## src/rtl/xcc_alu_pkg.sv

```systemverilog
// Shared types for the extended compare and count ALU.
// Assumes one decoded operation per instruction; no state.
package xcc_alu_pkg;
    typedef enum logic [2:0] {
        OP_NONE  = 3'd0,
        OP_BADD  = 3'd1,
        OP_EQR   = 3'd2,
        OP_NER   = 3'd3,
        OP_EQI   = 3'd4,
        OP_NEI   = 3'd5,
        OP_CNT32 = 3'd6,
        OP_CNT64 = 3'd7
    } xcc_op_e;

    localparam logic [5:0] FN_BADD  = 6'h28;
    localparam logic [5:0] FN_EQR   = 6'h2a;
    localparam logic [5:0] FN_NER   = 6'h2b;
    localparam logic [5:0] FN_CNT32 = 6'h2c;
    localparam logic [5:0] FN_CNT64 = 6'h2d;
    localparam logic [5:0] FN_EQI   = 6'h2e;
    localparam logic [5:0] FN_NEI   = 6'h2f;
endpackage

```

## src/rtl/xcc_alu_decode.sv

```systemverilog
// Function-code decoder: maps the 6-bit code to an operation.
// It also chooses whether the target field or the dest field names the register to write.
// Assumes the caller has already routed only this opcode space here.
module xcc_alu_decode
    import xcc_alu_pkg::*;
(
    input  logic [5:0] fn,
    output xcc_op_e    op,
    output logic       use_rt_dest,
    output logic       wr_en,
    output logic       rsvd
);
    // Translate the function code into operation, destination choice and validity.
    always_comb begin
        op          = OP_NONE;
        use_rt_dest = 1'b0;
        wr_en       = 1'b1;
        rsvd        = 1'b0;
        unique case (fn)
            FN_BADD:  op = OP_BADD;
            FN_EQR:   op = OP_EQR;
            FN_NER:   op = OP_NER;
            FN_EQI:   begin op = OP_EQI; use_rt_dest = 1'b1; end
            FN_NEI:   begin op = OP_NEI; use_rt_dest = 1'b1; end
            FN_CNT32: op = OP_CNT32;
            FN_CNT64: op = OP_CNT64;
            default:  begin wr_en = 1'b0; rsvd = 1'b1; end
        endcase
    end
endmodule

```

## src/rtl/xcc_alu_eqz.sv

```systemverilog
// Equality detector: exclusive-OR of the operands followed by a zero test.
// Assumes both operands have the same width W.
module xcc_alu_eqz #(
    parameter int W = 64
) (
    input  logic [W-1:0] a,
    input  logic [W-1:0] b,
    output logic         eq
);
    logic [W-1:0] diff;

    // Bitwise difference, then reduce to a single zero flag.
    always_comb begin
        diff = a ^ b;
        eq   = ~|diff;
    end
endmodule

```

## src/rtl/xcc_alu_popcnt.sv

```systemverilog
// Population counter with a selectable active width.
// When narrow is set, bits at or above HALF are masked off before counting.
// Assumes HALF <= W.
module xcc_alu_popcnt #(
    parameter int W    = 64,
    parameter int HALF = 32,
    localparam int CW  = $clog2(W + 1)
) (
    input  logic [W-1:0]  vec,
    input  logic          narrow,
    output logic [CW-1:0] count
);
    logic [W-1:0] keep;
    logic [W-1:0] masked;

    // Per-bit keep mask: lower half always counted, upper half only in wide mode.
    for (genvar g = 0; g < W; g++) begin : g_mask
        if (g < HALF) begin : g_lo
            assign keep[g] = 1'b1;
        end else begin : g_hi
            assign keep[g] = ~narrow;
        end
    end

    assign masked = vec & keep;

    // Sum the surviving bits.
    always_comb begin
        count = '0;
        for (int i = 0; i < W; i++) begin
            count = count + CW'(masked[i]);
        end
    end
endmodule

```

## src/rtl/xcc_alu.sv

```systemverilog
// Extended compare and count ALU, top level.
// Combinational: it decodes the function field, selects a result and names a destination register.
// Assumes insn holds instruction bits 20:0 and that the operands are already read.
module xcc_alu
    import xcc_alu_pkg::*;
#(
    parameter int XLEN   = 64,
    parameter int HALF   = 32,
    parameter int IMMW   = 10,
    parameter int BYTEW  = 8,
    parameter int REGW   = 5,
    localparam int INSNW = 16 + REGW,
    localparam int CW    = $clog2(XLEN + 1)
) (
    input  logic [INSNW-1:0] insn,
    input  logic [XLEN-1:0]  rs_val,
    input  logic [XLEN-1:0]  rt_val,
    output logic [XLEN-1:0]  result,
    output logic [REGW-1:0]  dest_idx,
    output logic             wr_en,
    output logic             rsvd_insn
);
    logic [5:0]      fn;
    logic [REGW-1:0] rt_idx;
    logic [REGW-1:0] rd_idx;
    logic [IMMW-1:0] imm;
    logic [XLEN-1:0] imm_ext;
    logic [XLEN-1:0] sum;
    xcc_op_e         op;
    logic            use_rt_dest;
    logic            eq_reg;
    logic            eq_imm;
    logic [CW-1:0]   bits_set;

    // Split the instruction into its fields.
    always_comb begin
        fn      = insn[5:0];
        imm     = insn[15:6];
        rd_idx  = insn[15:11];
        rt_idx  = insn[INSNW-1:16];
        imm_ext = {{(XLEN-IMMW){imm[IMMW-1]}}, imm};
        sum     = rs_val + rt_val;
    end

    xcc_alu_decode u_dec (
        .fn          (fn),
        .op          (op),
        .use_rt_dest (use_rt_dest),
        .wr_en       (wr_en),
        .rsvd        (rsvd_insn)
    );

    xcc_alu_eqz #(.W(XLEN)) u_eq_reg (
        .a  (rs_val),
        .b  (rt_val),
        .eq (eq_reg)
    );

    xcc_alu_eqz #(.W(XLEN)) u_eq_imm (
        .a  (rs_val),
        .b  (imm_ext),
        .eq (eq_imm)
    );

    xcc_alu_popcnt #(.W(XLEN), .HALF(HALF)) u_cnt (
        .vec    (rs_val),
        .narrow (op == OP_CNT32),
        .count  (bits_set)
    );

    // Choose the result for the decoded operation.
    always_comb begin
        result = '0;
        unique case (op)
            OP_BADD:  result = {{(XLEN-BYTEW){1'b0}}, sum[BYTEW-1:0]};
            OP_EQR:   result = {{(XLEN-1){1'b0}}, eq_reg};
            OP_NER:   result = {{(XLEN-1){1'b0}}, ~eq_reg};
            OP_EQI:   result = {{(XLEN-1){1'b0}}, eq_imm};
            OP_NEI:   result = {{(XLEN-1){1'b0}}, ~eq_imm};
            OP_CNT32,
            OP_CNT64: result = {{(XLEN-CW){1'b0}}, bits_set};
            default:  result = '0;
        endcase
    end

    // Pick the destination register; none is named when the code is reserved.
    always_comb begin
        if (rsvd_insn)
            dest_idx = '0;
        else if (use_rt_dest)
            dest_idx = rt_idx;
        else
            dest_idx = rd_idx;
    end
endmodule

```

## config.mk

```make
export PLATFORM = sky130hd
export DESIGN_NAME = xcc_alu
export DESIGN_NICKNAME = d
export VERILOG_FILES = /design/src/rtl/xcc_alu_pkg.sv /design/src/rtl/xcc_alu_decode.sv /design/src/rtl/xcc_alu_eqz.sv /design/src/rtl/xcc_alu_popcnt.sv /design/src/rtl/xcc_alu.sv
export SDC_FILE = /design/constraint.sdc
export NUM_CORES = 1
export LEC_CHECK = 0
export BUFFER_PORTS_ARGS = -buffer_cell sky130_fd_sc_hd__buf_2
export CORE_MARGIN = 3
export CORE_UTILIZATION = 35
export DETAILED_ROUTE_END_ITERATION = 8
export GPL_TIMING_DRIVEN = 0
export PLACE_DENSITY = 0.66
export RECOVER_POWER = 25
export SLEW_MARGIN = 25
export SYNTH_ARGS = -nofsm -noshare
export SYNTH_HDL_FRONTEND = slang
export SYNTH_SLANG_ARGS = --single-unit
```

## constraint.sdc

```tcl
create_clock -name vclk -period 9.1
set_clock_uncertainty 0.05 [all_clocks]
set_input_delay 0.91 -clock vclk [all_inputs]
set_output_delay 0.91 -clock vclk [all_outputs]
set_load 0.01 [all_outputs]
```

==> results of run 1 <==
## placed cells by master, fill, tap and decap left out, types with 3 or more instances in the layout
cell type and instances:
sky130_fd_sc_hd__inv_1 71, sky130_fd_sc_hd__a21o_1 6, sky130_fd_sc_hd__buf_2 161, sky130_fd_sc_hd__ha_1 23, sky130_fd_sc_hd__nor2_1 10, sky130_fd_sc_hd__nand3_1 15
sky130_fd_sc_hd__conb_1 56, sky130_fd_sc_hd__xnor2_1 66, sky130_fd_sc_hd__buf_4 58, sky130_fd_sc_hd__xor2_1 10, sky130_fd_sc_hd__o22ai_1 7, sky130_fd_sc_hd__nand4_1 24
sky130_fd_sc_hd__nor4_1 11, sky130_fd_sc_hd__clkbuf_1 4, sky130_fd_sc_hd__nor3_1 12, sky130_fd_sc_hd__a31oi_1 3, sky130_fd_sc_hd__and2_1 13, sky130_fd_sc_hd__a21oi_1 10
sky130_fd_sc_hd__nor2b_1 3, sky130_fd_sc_hd__nand2_1 35, sky130_fd_sc_hd__fa_1 54
## cell type report
cell class | instances | area, sq um | area share
buffer | 62 | 469 | 0.0930
inverter | 71 | 267 | 0.0528
timing repair buffer | 165 | 825 | 0.163
tap | 136 | 170 | 0.0337
multi-input combinational | 385 | 3320 | 0.657
## tightest hold or removal path, cell delays in order
cell                       delay [ns]
sky130_fd_sc_hd__buf_2           0.11
sky130_fd_sc_hd__nand2_1         0.05
sky130_fd_sc_hd__a21oi_1         0.05
sky130_fd_sc_hd__clkbuf_1        0.12
## cells in the mapped netlist (all sizes together)
cell type / count
xor2: 10
or3: 2
buf: 59
and2b: 1
o21ai: 2
xnor2: 66
nand2b: 2
or4: 3
clkbuf: 4
a21o: 6
a21oi: 11
nand3b: 3
a41oi: 1
nor3: 12
nand4: 24
a31oi: 3
nor4: 15
mux2i: 1
conb: 1
nor2b: 3
fa: 55
ha: 23
nand2: 35
o41a: 1
o22ai: 7
inv: 71
nand3: 15
o221ai: 1
or2: 1
nor3b: 1
o21a: 1
and2: 13
nor2: 11
## through the flow
stage / cells / utilization / instance area [sq um] / TNS, ns
final: 819 / 0.482 / 5050 / 0
after global routing: 819 / 0.482 / 5050 / 0
after CTS: 819 / 0.481 / 5040 / 0
after detailed placement: 819 / 0.480 / 5020 / -0.139
after global placement: 819 / 0.480 / 5020 / -0.158
after floorplan: 519 / - / 4030 / 0
## layer usage
metal,global-route usage,share of wire,routed length [um]
met1,0.248,0.41,4900
met2,0.345,0.51,6100
met4,0.0279,0.018,213
met5,0,0,0
met3,0.0312,0.068,817
## kinds of logic (layout without fill, tap and decap cells)
kind of cell | Yosys count | in the layout | synth area share
adders and majority gates | 78 | 78 | 0.364
other | 1 | 56 | 0.000982
xor gates and xnor gates | 76 | 76 | 0.174
AOI/OAI and AO/OA | 33 | 33 | 0.0573
muxes | 1 | 1 | 0.00262
buffers and inverters | 134 | 298 | 0.192
and+or+nand+nor | 141 | 141 | 0.210
## worst paths after layout
| kind | slack (ns) | to | startpoint | cells after the start |
|---|---|---|---|---|
| worst min-delay path | 2.11 | dest_idx[2] | insn[13] | 4 |
| worst max-delay path | 0.40 | result[5] | insn[5] | 28 |
## power groups by stage
stage                     Combinational [mW]  Clock, mW  Sequential, mW
after floorplan                         1.72          0               0
after global routing                    2.47          0               0
after CTS                               2.14          0               0
after global placement                  2.11          0               0
after detailed placement                2.09          0               0
final                                   2.12          0               0
## what timing repair did
action / in CTS / in global routing
gates cloned: 0 / 0
setup buffers: 0 / 1
resized for setup: 5 / 6
setup endpoints to repair: 2 / 2
endpoints found under the hold margin: 0 / 0
pin swaps: 0 / 1
==> impl_metrics.prom, run 1 <==
# TYPE chip_impl_metric gauge
chip_impl_metric{name="total_leakage_power",unit="nW"} 2.70
chip_impl_info{name="timing_worst_setup_path_type",value="in2out"} 1
chip_impl_metric{name="layout.sequential_cells",unit=""} 0
chip_impl_metric{name="mappedNetlistArea",unit="sq um"} 3820
chip_impl_info{name="result_of_the_run",value="complete, no violations"} 1
chip_impl_metric{name="fill_cells",unit=""} 1058
chip_impl_metric{name="post-layout-total-power",unit="mW"} 2.12
chip_impl_metric{name="maximum_clock_frequency",unit="MHz"} 115
chip_impl_metric{name="io-pin-count",unit=""} 220
chip_impl_metric{name="global_route.usage.total",unit=""} 0.192
chip_impl_metric{name="setup_ws",unit="ns"} 0.399
chip_impl_metric{name="synth-warning-count",unit=""} 0
chip_impl_metric{name="wirelength",unit="um"} 12000
chip_impl_metric{name="synth-seq-area-share",unit=""} 0
chip_impl_metric{name="insertedDiodeCount",unit=""} 0
chip_impl_metric{name="power.switching_fraction",unit=""} 0.502
chip_impl_metric{name="core_area",unit="sq um"} 10500
chip_impl_metric{name="fp.dieW",unit="um"} 110
chip_impl_metric{name="die_area",unit="sq um"} 12200
chip_impl_info{name="unrepaired_setup_endpoints_after_global_routing",value="false"} 1
chip_impl_info{name="critical_path.endpoint_type",value="output port"} 1
chip_impl_metric{name="row_count",unit=""} 37
chip_impl_info{name="synthDominantAreaCellType",value="sky130_fd_sc_hd__fa_1"} 1
chip_impl_info{name="slowest_cell_on_the_critical_path",value="sky130_fd_sc_hd__fa_2"} 1
chip_impl_metric{name="netlist-cell-type-count",unit=""} 40
chip_impl_metric{name="dp_worst_setup_slack",unit="ns"} -0.139
chip_impl_metric{name="required",unit="ns"} 8.14
chip_impl_metric{name="grt_max_degree",unit=""} 11
chip_impl_metric{name="gp_routability_congestion",unit=""} 0.907
chip_impl_metric{name="final_nets",unit=""} 912
chip_impl_metric{name="dr.pass1.iters",unit=""} 4
chip_impl_metric{name="place.detailed.hpwl",unit="um"} 11200
chip_impl_metric{name="vias",unit=""} 3706
chip_impl_metric{name="p_switching",unit="mW"} 1.07
chip_impl_info{name="worstSetupStartpointType",value="input pin"} 1
chip_impl_info{name="synth_area_leaders",value="sky130_fd_sc_hd__fa_1, sky130_fd_sc_hd__xnor2_1, sky130_fd_sc_hd__buf_4"} 1
chip_impl_info{name="timing.critical_path.max_delay_family",value="adder cells"} 1
chip_impl_metric{name="synth_top_area_share",unit=""} 0.288
chip_impl_metric{name="path_buf_inv",unit=""} 7
chip_impl_metric{name="finalWorstPathRequiredPeriod",unit="ns"} 8.70
chip_impl_metric{name="pwr-share-comb",unit=""} 1.000
chip_impl_metric{name="fp.dieH",unit="um"} 110
chip_impl_info{name="critical-path-top-cell-by-count",value="sky130_fd_sc_hd__fa_1"} 1
chip_impl_metric{name="cp.arrival",unit="ns"} 7.74
chip_impl_metric{name="grt_antenna_before_repair",unit=""} 0
chip_impl_metric{name="postSynthCellCount",unit=""} 464
chip_impl_metric{name="grt_pass1_wl",unit="um"} 19500
chip_impl_metric{name="power_per_cell_area",unit="nW/um^2"} 420
chip_impl_metric{name="hold_ws",unit="ns"} 2.11
chip_impl_metric{name="num-clock-buffers",unit=""} 0
chip_impl_metric{name="drv_cap",unit=""} 0
chip_impl_metric{name="sequential_cell_area",unit="sq um"} 0
chip_impl_metric{name="clock_power_share",unit=""} 0
chip_impl_metric{name="slew_viol_final",unit=""} 0
chip_impl_metric{name="route.detailed.vias_per_inst",unit=""} 4.53
chip_impl_metric{name="cts_hold_buffers",unit=""} 0
chip_impl_metric{name="drive_above_1_share",unit=""} 0.347
chip_impl_metric{name="numPortBuffers",unit=""} 164
chip_impl_metric{name="final_hold_viol_count",unit=""} 0
chip_impl_metric{name="cp_slowest_stage_delay",unit="ns"} 0.61
chip_impl_metric{name="initial_drt_markers",unit=""} 163
chip_impl_metric{name="cp_max_fo",unit=""} 10
chip_impl_metric{name="remaining_drc_errors",unit=""} 0
chip_impl_metric{name="cellInternalPower",unit="mW"} 1.05
chip_impl_metric{name="grt-ovfl-total",unit=""} 0
chip_impl_metric{name="ant_nets",unit=""} 0
chip_impl_metric{name="seqPwrFrac",unit=""} 0
chip_impl_metric{name="syn_area_per_cell",unit="sq um"} 8.23
chip_impl_metric{name="peakVddDrop",unit="mV"} 0.607
chip_impl_info{name="hp-class",value="in2out"} 1
chip_impl_metric{name="vias_in_the_first_global_route",unit=""} 3831
chip_impl_metric{name="detailed_route_wire_length_per_cell",unit="um"} 14.7
chip_impl_metric{name="finalSetupViolCount",unit=""} 0
chip_impl_metric{name="area_delta_synth_final",unit="%"} 32.1
chip_impl_metric{name="post-route-period-util",unit=""} 0.956
chip_impl_metric{name="floorplan.initialDensity",unit=""} 0.365
Note: power is estimated with default switching activity, not from simulation.
==> run 2: changes to the inputs <==
--- a/config.mk
+++ b/config.mk
@@ -10,8 +10,7 @@
 export CORE_UTILIZATION = 35
 export DETAILED_ROUTE_END_ITERATION = 8
 export GPL_TIMING_DRIVEN = 0
-export PLACE_DENSITY = 0.66
-export RECOVER_POWER = 25
+export PLACE_DENSITY = 0.65
 export SLEW_MARGIN = 25
 export SYNTH_ARGS = -nofsm -noshare
 export SYNTH_HDL_FRONTEND = slang
==> run 2 against run 1 <==
  * Via count is 0.43% lower
  * Critical endpoint unchanged
  * Highest routed layer unchanged
  * Critical path depth stayed put
  * Non-clock buffer count is 2 higher
  * Design area is 0.37% higher
  * Sequential share of layout area stayed put
  * Maximum frequency hardly changed
==> impl_metrics.prom, run 2 (synthesized netlist as in run 1, its figures left out) <==
# TYPE chip_impl_metric gauge
chip_impl_info{name="result_of_the_run",value="complete, no violations"} 1
chip_impl_metric{name="initial_drt_markers",unit=""} 209
chip_impl_metric{name="gp_routability_congestion",unit=""} 0.905
chip_impl_metric{name="cts_hold_buffers",unit=""} 0
chip_impl_metric{name="wirelength",unit="um"} 12500
chip_impl_metric{name="slew_viol_final",unit=""} 0
chip_impl_metric{name="dp_worst_setup_slack",unit="ns"} -0.247
chip_impl_metric{name="row_count",unit=""} 37
chip_impl_metric{name="vias_in_the_first_global_route",unit=""} 3876
chip_impl_metric{name="route.detailed.vias_per_inst",unit=""} 4.49
chip_impl_metric{name="post-layout-total-power",unit="mW"} 2.16
chip_impl_metric{name="detailed_route_wire_length_per_cell",unit="um"} 15.2
chip_impl_metric{name="die_area",unit="sq um"} 12200
chip_impl_metric{name="final_nets",unit=""} 914
chip_impl_metric{name="post-route-util",unit=""} 0.484
chip_impl_metric{name="remaining_drc_errors",unit=""} 0
chip_impl_metric{name="setup_ws",unit="ns"} 0.402
chip_impl_metric{name="global_route.usage.total",unit=""} 0.197
chip_impl_metric{name="fp.dieH",unit="um"} 110
chip_impl_info{name="layout_common_cells",value="sky130_fd_sc_hd__buf_2, sky130_fd_sc_hd__inv_1, sky130_fd_sc_hd__xnor2_1, sky130_fd_sc_hd__buf_4, sky130_fd_sc_hd__conb_1"} 1
chip_impl_metric{name="multiInputGateArea",unit="sq um"} 3320
chip_impl_metric{name="drive_above_1_share",unit=""} 0.353
chip_impl_metric{name="total_leakage_power",unit="nW"} 2.72
chip_impl_metric{name="core_area",unit="sq um"} 10500
chip_impl_metric{name="finalSetupViolCount",unit=""} 0
chip_impl_metric{name="drv_cap",unit=""} 0
chip_impl_metric{name="layout.sequential_cells",unit=""} 0
chip_impl_metric{name="io-pin-count",unit=""} 220
chip_impl_metric{name="fill_cells",unit=""} 1045
chip_impl_info{name="worstHoldStart",value="insn[19]"} 1
chip_impl_metric{name="required",unit="ns"} 8.14
chip_impl_info{name="critical_path.endpoint_type",value="output port"} 1
chip_impl_metric{name="num-clock-buffers",unit=""} 0
chip_impl_info{name="timing.hold.worst_endpoint",value="dest_idx[3]"} 1
chip_impl_metric{name="finalWorstPathRequiredPeriod",unit="ns"} 8.70
chip_impl_metric{name="final_hold_viol_count",unit=""} 0
chip_impl_metric{name="post-route-period-util",unit=""} 0.956
chip_impl_info{name="timing_worst_setup_path_type",value="in2out"} 1
chip_impl_metric{name="floorplan.initialDensity",unit=""} 0.365
chip_impl_metric{name="grt_max_degree",unit=""} 11
chip_impl_metric{name="place.detailed.hpwl",unit="um"} 11500
chip_impl_info{name="unrepaired_setup_endpoints_after_global_routing",value="false"} 1
chip_impl_metric{name="grt_antenna_before_repair",unit=""} 0
chip_impl_metric{name="insertedDiodeCount",unit=""} 0
chip_impl_metric{name="grt_pass1_wl",unit="um"} 19900
chip_impl_metric{name="area_delta_synth_final",unit="%"} 32.6
chip_impl_metric{name="fp.dieW",unit="um"} 110
chip_impl_metric{name="maximum_clock_frequency",unit="MHz"} 115
chip_impl_metric{name="sequential_cell_area",unit="sq um"} 0
chip_impl_metric{name="vias",unit=""} 3690
chip_impl_metric{name="cp.arrival",unit="ns"} 7.74
chip_impl_metric{name="grt-ovfl-total",unit=""} 0
chip_impl_metric{name="holdPathStages",unit=""} 4
chip_impl_metric{name="cp_max_fo",unit=""} 10
chip_impl_info{name="layout.cells.most_common",value="sky130_fd_sc_hd__buf_2"} 1
chip_impl_metric{name="peakVddDrop",unit="mV"} 0.759
chip_impl_info{name="hp-class",value="in2out"} 1
chip_impl_info{name="worstSetupStartpointType",value="input pin"} 1
chip_impl_metric{name="dr.pass1.iters",unit=""} 4
chip_impl_metric{name="ant_nets",unit=""} 0
chip_impl_metric{name="power_per_cell_area",unit="nW/um^2"} 427
chip_impl_metric{name="numPortBuffers",unit=""} 164
-- run 2: cell types whose count changed in the layout (fill, tap and decap cells not counted), sizes merged --
| cell | before | now |
|---|---|---|
| buf | 221 | 227 |
| clkbuf | 6 | 2 |
-- run 2: how the worst max path moves through the flow --
stage | from | endpoint | slack (ns) | cells after the start
floorplan | insn[5] | result[5] | 0.63 | 27
global placement | insn[5] | result[5] | -0.15 | 29
detailed placement | insn[5] | result[5] | -0.25 | 29
CTS | insn[5] | result[5] | 0.005 | 29
global route | insn[5] | result[5] | 0.007 | 28
finish | insn[5] | result[5] | 0.40 | 28
-- run 2: area by class of cell --
type                       count  area share
multi-input combinational    385       0.655
timing repair buffer         167       0.167
buffer                        62      0.0926
inverter                      71      0.0526
tap                          136      0.0336
-- run 2: per-layer routing --
layer,global-route usage,vias to the layer above,share of wire,wire length [um]
li1,-,1835,-,-
met1,0.261,1699,0.42,5280
met2,0.350,139,0.50,6260
met3,0.0203,17,0.057,708
met4,0.0345,0,0.017,217
met5,0,-,0,0
-- run 2: metrics by stage --
stage          instances  area (sq um)  hold WS (ns)  setup TNS [ns]
5_1_grt              821          5060          2.12               0
6_report             821          5060          2.12               0
3_5_place_dp         819          5020          2.12          -0.285
3_3_place_gp         819          5020          2.12          -0.147
2_1_floorplan        519          4030          1.90               0
4_1_cts              819          5040          2.12               0
-- run 2: worst max-delay path: stages --
cell	delay [ns]
sky130_fd_sc_hd__buf_2	0.08
sky130_fd_sc_hd__nand2_1	0.07
sky130_fd_sc_hd__nor2_4	0.15
sky130_fd_sc_hd__nand3b_4	0.10
sky130_fd_sc_hd__or2_4	0.27
sky130_fd_sc_hd__buf_4	0.18
sky130_fd_sc_hd__and2_1	0.18
sky130_fd_sc_hd__fa_1	0.50
sky130_fd_sc_hd__fa_1	0.45
sky130_fd_sc_hd__fa_1	0.54
sky130_fd_sc_hd__inv_1	0.06
sky130_fd_sc_hd__fa_1	0.48
sky130_fd_sc_hd__inv_1	0.05
sky130_fd_sc_hd__fa_1	0.48
sky130_fd_sc_hd__fa_1	0.52
sky130_fd_sc_hd__fa_1	0.54
sky130_fd_sc_hd__inv_1	0.06
sky130_fd_sc_hd__fa_2	0.61
sky130_fd_sc_hd__inv_1	0.05
sky130_fd_sc_hd__ha_1	0.27
sky130_fd_sc_hd__nor2b_1	0.12
sky130_fd_sc_hd__o21ai_0	0.16
sky130_fd_sc_hd__nand2b_1	0.11
sky130_fd_sc_hd__a21o_1	0.18
sky130_fd_sc_hd__a21oi_1	0.16
sky130_fd_sc_hd__xor2_1	0.16
sky130_fd_sc_hd__o22ai_1	0.11
sky130_fd_sc_hd__buf_2	0.16
-- run 2: what timing repair did --
item / CTS / global route
setup buffers: 0 / 3
gates resized for setup: 6 / 5
pin swaps: 0 / 3
setup endpoints to repair: 2 / 4
hold endpoints to repair: 0 / 0
-- run 2: power breakdown --
group          switching [mW]  internal (mW)  leakage [nW]
Clock                       0              0             0
Sequential                  0              0             0
Combinational            1.09           1.07          2.72
Total                    1.09           1.07          2.72
